## config.mk

```make
export PLATFORM = sky130hd
export DESIGN_NAME = irq_hub
export DESIGN_NICKNAME = d
export VERILOG_FILES = /design/src/rtl/irq_hub_pkg.sv /design/src/rtl/irq_hub_decode.sv /design/src/rtl/irq_hub_gate.sv /design/src/rtl/irq_hub_arb.sv /design/src/rtl/irq_hub.sv
export SDC_FILE = /design/constraint.sdc
export NUM_CORES = 1
export LEC_CHECK = 0
export BUFFER_PORTS_ARGS = -buffer_cell sky130_fd_sc_hd__buf_2
export CORE_UTILIZATION = 47
export DETAILED_ROUTE_END_ITERATION = 6
export SLEW_MARGIN = 25
export SYNTH_ARGS = -nofsm -noshare
export SYNTH_HDL_FRONTEND = slang
export SYNTH_SLANG_ARGS = --single-unit
```

## constraint.sdc

```tcl
create_clock -name clk -period 94 [get_ports clk]
set_input_delay 4.7 -clock clk [delete_from_list [all_inputs] [get_ports clk]]
set_output_delay 4.7 -clock clk [all_outputs]
set_load 0.01 [all_outputs]
```

## src/rtl/irq_hub_pkg.sv

```systemverilog
package irq_hub_pkg;

  // Address map bases and strides, in bytes
  localparam int PRIO_STRIDE  = 4;
  localparam int EN_BASE      = 'h2000;
  localparam int EN_STRIDE    = 'h80;
  localparam int CT_BASE      = 'h200000;
  localparam int CT_STRIDE    = 'h1000;
  localparam int CT_THR_OFS   = 0;
  localparam int CT_CLAIM_OFS = 4;

  typedef enum logic [2:0] {
    SEL_NONE,
    SEL_PRIO,
    SEL_EN,
    SEL_THR,
    SEL_CLAIM
  } sel_e;

endpackage

```

## src/rtl/irq_hub_decode.sv

```systemverilog
module irq_hub_decode
  import irq_hub_pkg::*;
#(
  parameter int NUM_SRC = 31,
  parameter int NUM_CTX = 2,
  parameter int ADDR_W  = 24,
  parameter int DATA_W  = 32
) (
  input  logic [ADDR_W-1:0] addr,
  output sel_e              sel,
  output logic [$clog2(NUM_SRC+1)-1:0] idx,
  output logic [((NUM_CTX > 1) ? $clog2(NUM_CTX) : 1)-1:0] ctx
);
  localparam int IDW      = $clog2(NUM_SRC+1);
  localparam int CW       = (NUM_CTX > 1) ? $clog2(NUM_CTX) : 1;
  localparam int EN_WORDS = (NUM_SRC + DATA_W) / DATA_W;
  localparam logic [ADDR_W-1:0] A_PRIO_END = ADDR_W'(PRIO_STRIDE * (NUM_SRC + 1));
  localparam logic [ADDR_W-1:0] A_EN_BASE  = ADDR_W'(EN_BASE);
  localparam logic [ADDR_W-1:0] A_EN_END   = ADDR_W'(EN_BASE + EN_STRIDE * NUM_CTX);
  localparam logic [ADDR_W-1:0] A_CT_BASE  = ADDR_W'(CT_BASE);
  localparam logic [ADDR_W-1:0] A_CT_END   = ADDR_W'(CT_BASE + CT_STRIDE * NUM_CTX);
  localparam int EN_SH = $clog2(EN_STRIDE);
  localparam int CT_SH = $clog2(CT_STRIDE);

  logic [ADDR_W-1:0] off;
  logic [ADDR_W-1:0] sub;

  always_comb begin
    sel = SEL_NONE;
    idx = '0;
    ctx = '0;
    off = '0;
    sub = '0;
    if (addr[1:0] == 2'b00) begin
      if (addr < A_PRIO_END) begin
        sel = SEL_PRIO;
        idx = IDW'(addr >> 2);
      end else if (addr >= A_EN_BASE && addr < A_EN_END) begin
        off = addr - A_EN_BASE;
        sub = off & ADDR_W'(EN_STRIDE - 1);
        ctx = CW'(off >> EN_SH);
        if (sub < ADDR_W'(EN_WORDS * 4)) begin
          sel = SEL_EN;
          idx = IDW'(sub >> 2);
        end
      end else if (addr >= A_CT_BASE && addr < A_CT_END) begin
        off = addr - A_CT_BASE;
        sub = off & ADDR_W'(CT_STRIDE - 1);
        ctx = CW'(off >> CT_SH);
        if (sub == ADDR_W'(CT_THR_OFS))
          sel = SEL_THR;
        else if (sub == ADDR_W'(CT_CLAIM_OFS))
          sel = SEL_CLAIM;
      end
    end
  end

endmodule

```

## src/rtl/irq_hub_gate.sv

```systemverilog
module irq_hub_gate (
  input  logic clk,
  input  logic rst,
  input  logic lvl,
  input  logic take,
  input  logic done,
  output logic pend,
  output logic busy
);

  always_ff @(posedge clk) begin
    if (rst) begin
      pend <= 1'b0;
      busy <= 1'b0;
    end else if (take) begin
      pend <= 1'b0;
      busy <= 1'b1;
    end else begin
      if (lvl && !busy) pend <= 1'b1;
      if (done)         busy <= 1'b0;
    end
  end

  // a source in service never shows as pending
  p_busy_no_pend_r7: assert property (@(posedge clk) disable iff (rst)
    busy |-> !pend);

  // the claim logic only takes a pending source
  p_take_pend_r6: assert property (@(posedge clk) disable iff (rst)
    take |-> pend);

  // end of service with the input still high re-pends on the next edge
  p_repend_r8: assert property (@(posedge clk) disable iff (rst)
    ($fell(busy) && lvl) |=> pend);

endmodule

```

## src/rtl/irq_hub_arb.sv

```systemverilog
module irq_hub_arb #(
  parameter int NUM_SRC = 31,
  parameter int PRIO_W  = 3
) (
  input  logic [NUM_SRC:1]            pend,
  input  logic [NUM_SRC:1]            en,
  input  logic [NUM_SRC*PRIO_W-1:0]   prio,
  input  logic [PRIO_W-1:0]           thr,
  output logic [$clog2(NUM_SRC+1)-1:0] win_id,
  output logic                        win_valid
);
  localparam int IDW = $clog2(NUM_SRC+1);

  logic [PRIO_W-1:0] best_p;
  logic [IDW-1:0]    best_i;

  // Strictly greater keeps the lower number on a tie; priority 0 never wins
  always_comb begin
    best_p = '0;
    best_i = '0;
    for (int i = 1; i <= NUM_SRC; i++) begin
      if (pend[i] && en[i] && prio[(i-1)*PRIO_W +: PRIO_W] > best_p) begin
        best_p = prio[(i-1)*PRIO_W +: PRIO_W];
        best_i = IDW'(i);
      end
    end
    win_valid = best_p > thr;
    win_id    = win_valid ? best_i : '0;
  end

endmodule

```

## src/rtl/irq_hub.sv

```systemverilog
module irq_hub
  import irq_hub_pkg::*;
#(
  parameter int NUM_SRC = 31,
  parameter int NUM_CTX = 2,
  parameter int PRIO_W  = 3,
  parameter int ADDR_W  = 24,
  parameter int DATA_W  = 32
) (
  input  logic               clk,
  input  logic               rst,
  input  logic [NUM_SRC:1]   src_lvl,
  input  logic               req_valid,
  input  logic               req_write,
  input  logic [ADDR_W-1:0]  req_addr,
  input  logic [DATA_W-1:0]  req_wdata,
  output logic               rd_valid,
  output logic [DATA_W-1:0]  rd_data,
  output logic [NUM_CTX-1:0] ctx_irq
);
  localparam int IDW = $clog2(NUM_SRC+1);
  localparam int CW  = (NUM_CTX > 1) ? $clog2(NUM_CTX) : 1;

  // Register state
  logic [PRIO_W-1:0]  prio_q [1:NUM_SRC];
  logic [NUM_SRC:1]   en_q   [NUM_CTX];
  logic [PRIO_W-1:0]  thr_q  [NUM_CTX];

  // Gateway state and strobes
  logic [NUM_SRC:1] pend_v, busy_v, take_v, done_v;
  logic [NUM_SRC*PRIO_W-1:0] prio_flat;

  // Arbitration results
  logic [IDW-1:0] win_id    [NUM_CTX];
  logic           win_valid [NUM_CTX];

  // Decode
  sel_e           d_sel;
  logic [IDW-1:0] d_idx;
  logic [CW-1:0]  d_ctx;

  logic wr, rd, claim_rd, id_ok;
  logic [IDW-1:0]    done_id;
  logic [DATA_W-1:0] en_word;

  assign wr = req_valid && req_write;
  assign rd = req_valid && !req_write;

  irq_hub_decode #(
    .NUM_SRC(NUM_SRC), .NUM_CTX(NUM_CTX), .ADDR_W(ADDR_W), .DATA_W(DATA_W)
  ) u_dec (
    .addr(req_addr), .sel(d_sel), .idx(d_idx), .ctx(d_ctx)
  );

  // Gateways and flattened priorities, one per source
  for (genvar g = 1; g <= NUM_SRC; g++) begin : g_src
    irq_hub_gate u_gate (
      .clk(clk), .rst(rst), .lvl(src_lvl[g]),
      .take(take_v[g]), .done(done_v[g]),
      .pend(pend_v[g]), .busy(busy_v[g])
    );
    assign prio_flat[(g-1)*PRIO_W +: PRIO_W] = prio_q[g];
  end

  // One arbiter per context
  for (genvar c = 0; c < NUM_CTX; c++) begin : g_ctx
    irq_hub_arb #(.NUM_SRC(NUM_SRC), .PRIO_W(PRIO_W)) u_arb (
      .pend(pend_v), .en(en_q[c]), .prio(prio_flat), .thr(thr_q[c]),
      .win_id(win_id[c]), .win_valid(win_valid[c])
    );

    // the winner is pending, enabled here and above this threshold
    p_win_elig_r6: assert property (@(posedge clk) disable iff (rst)
      win_valid[c] |-> (pend_v[win_id[c]] && en_q[c][win_id[c]] &&
                        prio_q[win_id[c]] > thr_q[c]));

    // the top threshold value keeps the line low
    p_thr_mask_r5: assert property (@(posedge clk) disable iff (rst)
      (thr_q[c] == {PRIO_W{1'b1}}) |=> !ctx_irq[c]);
  end

  // Claim and completion strobes
  assign claim_rd = rd && (d_sel == SEL_CLAIM) && win_valid[d_ctx];
  assign id_ok    = (req_wdata != '0) && (req_wdata <= DATA_W'(NUM_SRC));
  assign done_id  = IDW'(req_wdata);

  always_comb begin
    take_v = '0;
    done_v = '0;
    for (int i = 1; i <= NUM_SRC; i++) begin
      take_v[i] = claim_rd && (win_id[d_ctx] == IDW'(i));
      done_v[i] = wr && (d_sel == SEL_CLAIM) && id_ok &&
                  (done_id == IDW'(i)) && en_q[d_ctx][i];
    end
  end

  // Enable word gather for reads
  always_comb begin
    en_word = '0;
    for (int i = 1; i <= NUM_SRC; i++)
      if (IDW'(i / DATA_W) == d_idx) en_word[i % DATA_W] = en_q[d_ctx][i];
  end

  // Register writes
  always_ff @(posedge clk) begin
    if (rst) begin
      for (int i = 1; i <= NUM_SRC; i++) prio_q[i] <= '0;
      for (int c = 0; c < NUM_CTX; c++) begin
        en_q[c]  <= '0;
        thr_q[c] <= '0;
      end
    end else if (wr) begin
      case (d_sel)
        SEL_PRIO: if (d_idx != '0) prio_q[d_idx] <= req_wdata[PRIO_W-1:0];
        SEL_EN: begin
          for (int i = 1; i <= NUM_SRC; i++)
            if (IDW'(i / DATA_W) == d_idx) en_q[d_ctx][i] <= req_wdata[i % DATA_W];
        end
        SEL_THR: thr_q[d_ctx] <= req_wdata[PRIO_W-1:0];
        default: ;
      endcase
    end
  end

  // Registered read data and interrupt lines
  always_ff @(posedge clk) begin
    if (rst) begin
      rd_valid <= 1'b0;
      rd_data  <= '0;
      ctx_irq  <= '0;
    end else begin
      rd_valid <= rd;
      if (rd) begin
        case (d_sel)
          SEL_PRIO:  rd_data <= (d_idx == '0) ? '0 : DATA_W'(prio_q[d_idx]);
          SEL_EN:    rd_data <= en_word;
          SEL_THR:   rd_data <= DATA_W'(thr_q[d_ctx]);
          SEL_CLAIM: rd_data <= DATA_W'(win_id[d_ctx]);
          default:   rd_data <= '0;
        endcase
      end else begin
        rd_data <= '0;
      end
      for (int c = 0; c < NUM_CTX; c++) ctx_irq[c] <= win_valid[c];
    end
  end

  // at most one source is taken per cycle
  p_one_take_r7: assert property (@(posedge clk) disable iff (rst)
    $onehot0(take_v));

  // every read request yields rd_valid on the next cycle
  p_rd_valid_r11: assert property (@(posedge clk) disable iff (rst)
    (req_valid && !req_write) |=> rd_valid);

  // unmapped reads return zero
  p_unmapped_zero_r10: assert property (@(posedge clk) disable iff (rst)
    (rd && d_sel == SEL_NONE) |=> (rd_data == '0));

endmodule

```

* Word-level counts from Yosys, hierarchy flattened
Memory sizes are Yosys's and may differ from the RTL's.
Cells that the tools add are included.
** Operators by class
- Equal/unequal tests :: 67
- Reduce and logical (&&, ||, !) cells :: 360
- $lt $le $gt $ge :: 71
- $add $sub $neg :: 2
- Bitwise gates (word level) :: 2
- Muxes and demuxes :: 267
** Operators by type and width (number)
- logical AND 1 bit :: 257
- two-way mux 3 bit :: 79
- two-way mux 5 bit :: 42
- greater-than comparator 3 bit :: 62
- == test 5 bit, second input constant :: 32
- one-hot mux 32 bit (4 select lines) :: 1
- two-way mux 1 bit :: 123
- == test 5 x 4 -> 1 bit, second input constant :: 16
- two-way mux 4 bit :: 16
- OR reduction 2 bit :: 32
- nonzero test 2 bit :: 31
- == test 5 x 3 -> 1 bit, second input constant :: 8
- <= comparator 32 x 5 -> 1 bit, second input constant :: 1
- zero test 1 bit :: 32
- nonzero test 32 bit :: 1
- two-way mux 31 bit :: 1
- OR reduction 31 bit :: 1
- greater-or-equal comparator 24 x 14 -> 1 bit, second input constant :: 1
- greater-or-equal comparator 24 x 22 -> 1 bit, second input constant :: 1
- zero test 24 bit :: 1
- < comparator 24 x 14 -> 1 bit, second input constant :: 1
- < comparator 24 x 22 -> 1 bit, second input constant :: 1
- < comparator 24 x 8 -> 1 bit, second input constant :: 1
- == test 5 x 2 -> 1 bit, second input constant :: 4
- 17 further kinds :: 24
** Word-level totals
- Register bits after elaboration :: 97
- Logic and storage cells :: 837
- Output and inout bits :: 35
- Bits in writable memories :: 161
- Input port bits :: 91
- Memories kept :: 3
** Memories
- prio_q :: words 31, width 3, rd ports 32, clocked after Yosys merged registers in 0, write ports 31, line irq_hub.sv:25 : logic [PRIO_W-1:0] prio_q [1:NUM_SRC];
- en_q :: words 2, width 31, rd ports 3, clocked after Yosys merged registers in 0, write ports 2, line irq_hub.sv:26 : logic [NUM_SRC:1] en_q [NUM_CTX];
- thr_q :: words 2, width 3, rd ports 3, clocked after Yosys merged registers in 0, write ports 2, line irq_hub.sv:27 : logic [PRIO_W-1:0] thr_q [NUM_CTX];

* Depth between registers and ports, before layout
An unclocked memory read counts as a cell.
- Depth after elaboration :: 102
- Depth in mapped cells :: 223
- Mapped depth without buffers :: 222

* Modules after synthesis
A second synthesis with hierarchy kept.
** Second synthesis, totals
- Cell total of the unflattened synthesis :: 2534
- Area, all modules :: 21390.5 um^2
** Modules (own cells, without submodules)
- irq_hub :: instances 1, area each 9420.3 um^2, sequential area each 5625.4 um^2, cells an instance 802
- irq_hub_arb (g_ctx[0].u_arb) :: instances 1, area each 4700.8 um^2, sequential area each 0.0 um^2, cells an instance 728
- irq_hub_arb (g_ctx[1].u_arb) :: instances 1, area each 4680.7 um^2, sequential area each 0.0 um^2, cells an instance 728
- irq_hub_gate :: instances 31, area each 76.3 um^2, sequential area each 40.0 um^2, cells an instance 8
- irq_hub_decode :: instances 1, area each 222.7 um^2, sequential area each 0.0 um^2, cells an instance 28

* Worst setup path before layout
No wires, ideal clock.
- Kind :: register to register
- Start point :: register g_src[1].u_gate.pend
- End point :: register g_src[8].u_gate.pend
- Stages on the path, launching flop included :: 220
- Library setup time :: 0.119 ns
- Path buffers :: 1
- Clock period less this slack :: 39.725 ns
- Setup slack :: 54.275 ns
- Data arrival time :: 39.607 ns
- Required time :: 93.881 ns
- Cells stage by stage :: dfxtp_1 -> buf_4 -> and3_2 -> inv_2 -> ha_1 -> nor2b_1 -> o311ai_2 -> nor2_1 -> mux2_2 -> ha_1 -> nand2_1 -> or3_1 -> a22oi_2 -> nor2_1 -> nand2_1 -> mux2_2 -> ha_1 -> nor2_1 -> [... 184 more ...] -> mux2i_1 -> ha_1 -> nor2b_1 -> o21a_1 -> o2111ai_1 -> inv_1 -> nand2_1 -> o21ai_0 -> ha_1 -> a21o_1 -> a21oi_1 -> a31oi_1 -> mux2i_1 -> nor4b_1 -> and2_1 -> a32oi_2 -> or3_1 -> o221a_1
** On the way
- Cells in the longest elaborated chain, start to end :: 101
- Elaborated cells on any way between the ends :: 262
- Those cells by class :: 62 x order compare; 1 x eq/ne; 132 x mux; 67 x reduce/logical
** Ends and longest elaborated chain
- from (decl) :: line irq_hub_gate.sv:7 : output logic pend,
- from (signal assigned) :: line irq_hub_gate.sv:13 : pend <= 1'b0;
- from (signal assigned) :: line irq_hub_gate.sv:16 : pend <= 1'b0;
- from (signal assigned) :: line irq_hub_gate.sv:19 : if (lvl && !busy) pend <= 1'b1;
- logical AND 1 bit (2 in series) :: line irq_hub_arb.sv:22 : if (pend[i] && en[i] && prio[(i-1)*PRIO_W +: PRIO_W] > best_p) begin
- two-way mux 3 bit :: line irq_hub_arb.sv:22
- greater-than comparator 3 bit :: line irq_hub_arb.sv:22
- logical AND 1 bit :: line irq_hub_arb.sv:22
- two-way mux 3 bit :: line irq_hub_arb.sv:22
- greater-than comparator 3 bit :: line irq_hub_arb.sv:22
- logical AND 1 bit :: line irq_hub_arb.sv:22
- two-way mux 3 bit :: line irq_hub_arb.sv:22
- [... 82 more ...]
- logical AND 1 bit :: line irq_hub_arb.sv:22
- two-way mux 3 bit :: line irq_hub_arb.sv:22
- greater-than comparator 3 bit :: line irq_hub_arb.sv:27 : win_valid = best_p > thr;
- two-way mux 5 bit :: line irq_hub_arb.sv:28 : win_id = win_valid ? best_i : '0;
- two-way mux 5 bit (not written as such) (3 in series) :: line irq_hub.sv:91 : take_v[i] = claim_rd && (win_id[d_ctx] == IDW'(i));
- == test 5 x 4 -> 1 bit :: line irq_hub.sv:91
- logical AND 1 bit (*) :: line irq_hub.sv:91
- OR reduction 2 bit (no source line) (*)
- to (signal assigned) :: line irq_hub_gate.sv:13
- to (signal assigned) :: line irq_hub_gate.sv:16
- to (signal assigned) :: line irq_hub_gate.sv:19
- to (decl) :: line irq_hub_gate.sv:7
Every way passes the cells marked *; elsewhere a longest branch is shown, timed or not. The select of a mux whose other input is x is not followed.
A chain may end at the register's enable or synchronous reset.

* Worst setup path after layout
- Start point :: register g_src[1].u_gate.pend
- End point :: register g_src[15].u_gate.busy
** On the way
- Cells in the longest elaborated chain, start to end :: 101
- Elaborated cells on any way between the ends :: 263
- Those cells by class :: 62 x order compare; 1 x eq/ne; 133 x mux; 67 x reduce/logical
** Ends and longest elaborated chain
- logical AND 1 bit (2 in series) :: line irq_hub_arb.sv:22
- two-way mux 3 bit :: line irq_hub_arb.sv:22
- greater-than comparator 3 bit :: line irq_hub_arb.sv:22
- logical AND 1 bit :: line irq_hub_arb.sv:22
- two-way mux 3 bit :: line irq_hub_arb.sv:22
- greater-than comparator 3 bit :: line irq_hub_arb.sv:22
- logical AND 1 bit :: line irq_hub_arb.sv:22
- two-way mux 3 bit :: line irq_hub_arb.sv:22
- [... 82 more ...]
- logical AND 1 bit :: line irq_hub_arb.sv:22
- two-way mux 3 bit :: line irq_hub_arb.sv:22
- greater-than comparator 3 bit :: line irq_hub_arb.sv:27
- two-way mux 5 bit :: line irq_hub_arb.sv:28
- two-way mux 5 bit (not written as such) (3 in series) :: line irq_hub.sv:91
- == test 5 x 4 -> 1 bit :: line irq_hub.sv:91
- logical AND 1 bit (*) :: line irq_hub.sv:91
- two-way mux 1 bit / nonzero test 2 bit (equally long branches)
- to (signal assigned) :: line irq_hub_gate.sv:14 : busy <= 1'b0;
- to (signal assigned) :: line irq_hub_gate.sv:17 : busy <= 1'b1;
- to (signal assigned) :: line irq_hub_gate.sv:20 : if (done) busy <= 1'b0;
- to (decl) :: line irq_hub_gate.sv:8 : output logic busy
Marked as above.

==> results summary <==
The maximum fanout count along the critical path came out at 10. The number of port buffers came out at 125. The number of placement rows came out at 76.

The number of pins exceeding their max-slew limit in the final report is 0. The post-synthesis sequential area ratio came out at 32.7%. The clock passes through at most 3 buffers.

The clock root buffer is clkbuf_16. The final hold slack is 494 ps. TritonCTS built the clock tree. The detailed router finished its first iteration with 2828 violations.

For this design, the CTS-stage hold fixing added 0 buffers. The analysis attributes to cell leakage a power of 9.00 nW. Summing all flip-flop and latch instances after layout gives 6840 sq um.

The cell area after synthesis came out at 20900 sq um. The number of gates given a new drive strength after cts is 0. After clock tree synthesis, the setup repair step added 0 buffers. The maximum number of pins on one net before global-route repair came out at 54. The die outline width came out at 213 um. Headroom to the max-slew limit came out at 29.1%. In this run, flip-flops and latches consume 31.6% of the power.

Among all stages on the critical path, the largest delay is contributed by nor3_1. The commonest cells after synthesis are nor2_1 (275), nand2_1 (202), and2_1 (198). The share of the clock period used by the worst path came out at 50.5%. The die height is 213 um. At the worst endpoint, the required time is 94560 ps. The run finished with clean final reports. The register clock-pin slew on the reported worst setup and hold paths is 60 ps.

The hold violation count in the final report came out at 0. The initial utilization of the core area, before any placement, comes to 48.1%. Synthesis instantiated 127 different standard cells from the library. From synthesis to final layout, the design area changed by 10.6%. The number of remaining DRC errors came out at 0. For this design the ratio of total power to cell area is 18.4 nW/um^2. The clock net sink count is 260.

The wire length of the first global-routing pass is 122 mm. The proportion of register bits with asynchronous set or reset after synthesis came out at 0%. Setup violations remaining at the end of the flow were counted as 0.

For this run the aggregate overflow at the end of global routing stands at 0. The number of vias after detailed routing came out at 21.1k. Of the post-synthesis cell area, the dominant cell type holds 23.4%. The critical path's largest stage delay is 670 ps. The synthesized design spends more area on one cell type than any other, namely edfxtp_1. The number of synthesis warnings is 0. The cell count after synthesis came out at 2502. The power share of the clock group is 30.8%. The count of max-cap constraint violations is 0. The path class of the lowest-slack min-delay path is reg2reg. The last weighted congestion value of the routability-driven placer came out at 1.02. Based on the critical path, the design can be clocked at up to 0.0211 GHz. The analysis attributes to net switching a power of 0.000165 W. The internal portion of the total power is 0.000261 W. The number of enable flip-flop cells after synthesis came out at 163. The maximum resistive drop on vdd came out at 19.3 uV. The total global-route track usage is 36.2%.

The nature of the critical path endpoint is a register. The number of placed instances, taps included is 3119. Before antenna repair, the detailed router went through 6 iterations. The cell with the most instances after synthesis is nor2_1. The number of global-route vias before repair is 19.0k.

The transition time of the tightest slew-check pin came out at 1050 ps. In the post-synthesis netlist, the biggest area contributors are edfxtp_1 (23%), dfxtp_1 (9.3%), and2_1 (5.9%), nor2_1 (4.9%), ha_1 (4.7%). STA classifies the critical path startpoint as a register. The I/O pin count is 126. The average cell area after synthesis came out at 8.36 sq um.

The net count reported at finish came out at 2737. The number of storage elements in the synthesis netlist is 260. The area of the multi-input gates is 13300 sq um.

The post-DP HPWL came out at 64.4 mm. Among the stages of the critical path, the cell type that occurs most often is nor2_1. For this block, the routed nets add up to 83.2 mm of wire.

The number of cells in the finished layout apart from fillers came out at 3177. Once detail routing completed, the nets flagged for antenna violations numbered 0. The switching power share of the total is 38.7%. The die outline area came out at 45300 sq um. Setup repair after global routing left no endpoint under its margin. The antenna diode count is 0.

The floorplan core area is 43500 sq um. The routed wirelength normalized by instance count is 26.2 um. The data arrival time of the worst path came out at 48010 ps. The source-to-sink clock delay at the later pin of the worst-skew pair is 620 ps.

The most used flip-flop cell after synthesis is edfxtp_1. The setup path with the least slack is of type reg2reg. The worst path in the final design needs a cycle of 47450 ps, including I/O delays and setup. The worst-case clock skew came out at 21.8 ps.

In this run the number of H-tree levels came out at 1. The number of antenna violations at the first check in global routing is 0. The share of layout cells above drive strength 1 is 13.7%. Per report_power, the combinational group accounts for 37.5% of the total. The average vias per placed instance is 6.64. Setup total negative slack on the finished layout was measured at 0 ps. After filler insertion, the fill cell instance count of the layout stands at 4187.

The total clock buffers created by CTS is 31. The total power of the final layout came out at 0.000427 W.
worst paths after layout:
path | from | to | slack [ps] | depth (start not counted)
worst max register to register | g_src[1].u_gate.pend | g_src[15].u_gate.busy | 46550 | 217
worst max-delay path | g_src[1].u_gate.pend | g_src[15].u_gate.busy | 46550 | 217
worst min register to register | g_src[6].u_gate.busy | g_src[6].u_gate.busy | 490 | 2
worst min-delay path | g_src[6].u_gate.busy | g_src[6].u_gate.busy | 490 | 2
cell families after synthesis:
group | share of synthesized area (%)
DFF | 32.7
and+or+nand+nor | 27.2
buffers and inverters | 4.00
muxes | 3.66
other | 0.0179
adders and majority gates | 5.35
AOI/OAI and AO/OA | 27.1
cells in the final DEF, fill, tap and decap left out, types with 15 or more instances in the layout:
cell       count
nor3_1        57
nor4_1        21
nand3_1      100
and2_1       198
mux2_2        16
o22ai_1       26
nor2b_1       45
o21ai_1       24
and3_1        49
edfxtp_1     163
mux2i_1       51
or2_2         28
nand2b_1      17
o311ai_0      25
ha_1          79
o211ai_1      31
a211oi_1      24
o31ai_1       20
buf_2        125
a31oi_1       38
buf_4         16
o21ai_0      141
inv_1         98
nand2_1      202
or3_1         22
o221ai_1      26
nand4_1       22
dfxtp_1       97
nor2_1       273
o21a_1        32
o211a_1       15
clkbuf_16     33
a21oi_1      118
layout make-up:
class	instances	area share (%)
clock buffer	48	4.29
clock inverter	10	0.557
inverter	101	1.64
multi-input combinational	2031	57.5
sequential	260	29.6
tap	585	3.17
timing repair buffer	142	3.27
worst max-delay path: cells and delay by family (launching register included):
| family | cells | cell delay, ps |
|---|---|---|
| compound gates | 92 | 20100 |
| fa+ha+maj | 33 | 9250 |
| buf+inv | 6 | 690 |
| flops | 1 | 490 |
| mux | 11 | 3590 |
| simple gates | 75 | 13220 |
through the flow:
step | area (sq um) | setup slack [ps] | util (%)
6_report | 23100 | 46550 | 53.2
5_1_grt | 23100 | 43190 | 53.2
4_1_cts | 23100 | 46990 | 53.2
3_5_place_dp | 22000 | 47260 | 50.6
3_3_place_gp | 22000 | 47700 | 50.6
2_1_floorplan | 20900 | 54270 | -
sequential cells by signal, indices dropped and copies added (netlist names):
register and flops:
g_src.u_gate.pend 31, rd_data 32, prio_q 95, thr_q 6, rd_valid 1, g_src.u_gate.busy 31
ctx_irq 2, en_q 62
power groups by stage:
stage	Combinational, W	Clock, W	Sequential [W]
2_1_floorplan	0.000114	0	0.000132
4_1_cts	0.000156	0.000132	0.000135
6_report	0.000160	0.000132	0.000135
3_3_place_gp	0.000152	0	0.000137
5_1_grt	0.000173	0.000136	0.000135
3_5_place_dp	0.000155	0	0.000137
per-layer routing:
metal  wire, um  GRT usage, %  up-vias
met3       7910          5.21      150
met2      36400          56.0     1167
met5          0             0        -
li1           -             -     9604
met4       3150          12.6        0
met1      35700          51.3    10200
Note: power is estimated with default switching activity, not from simulation.
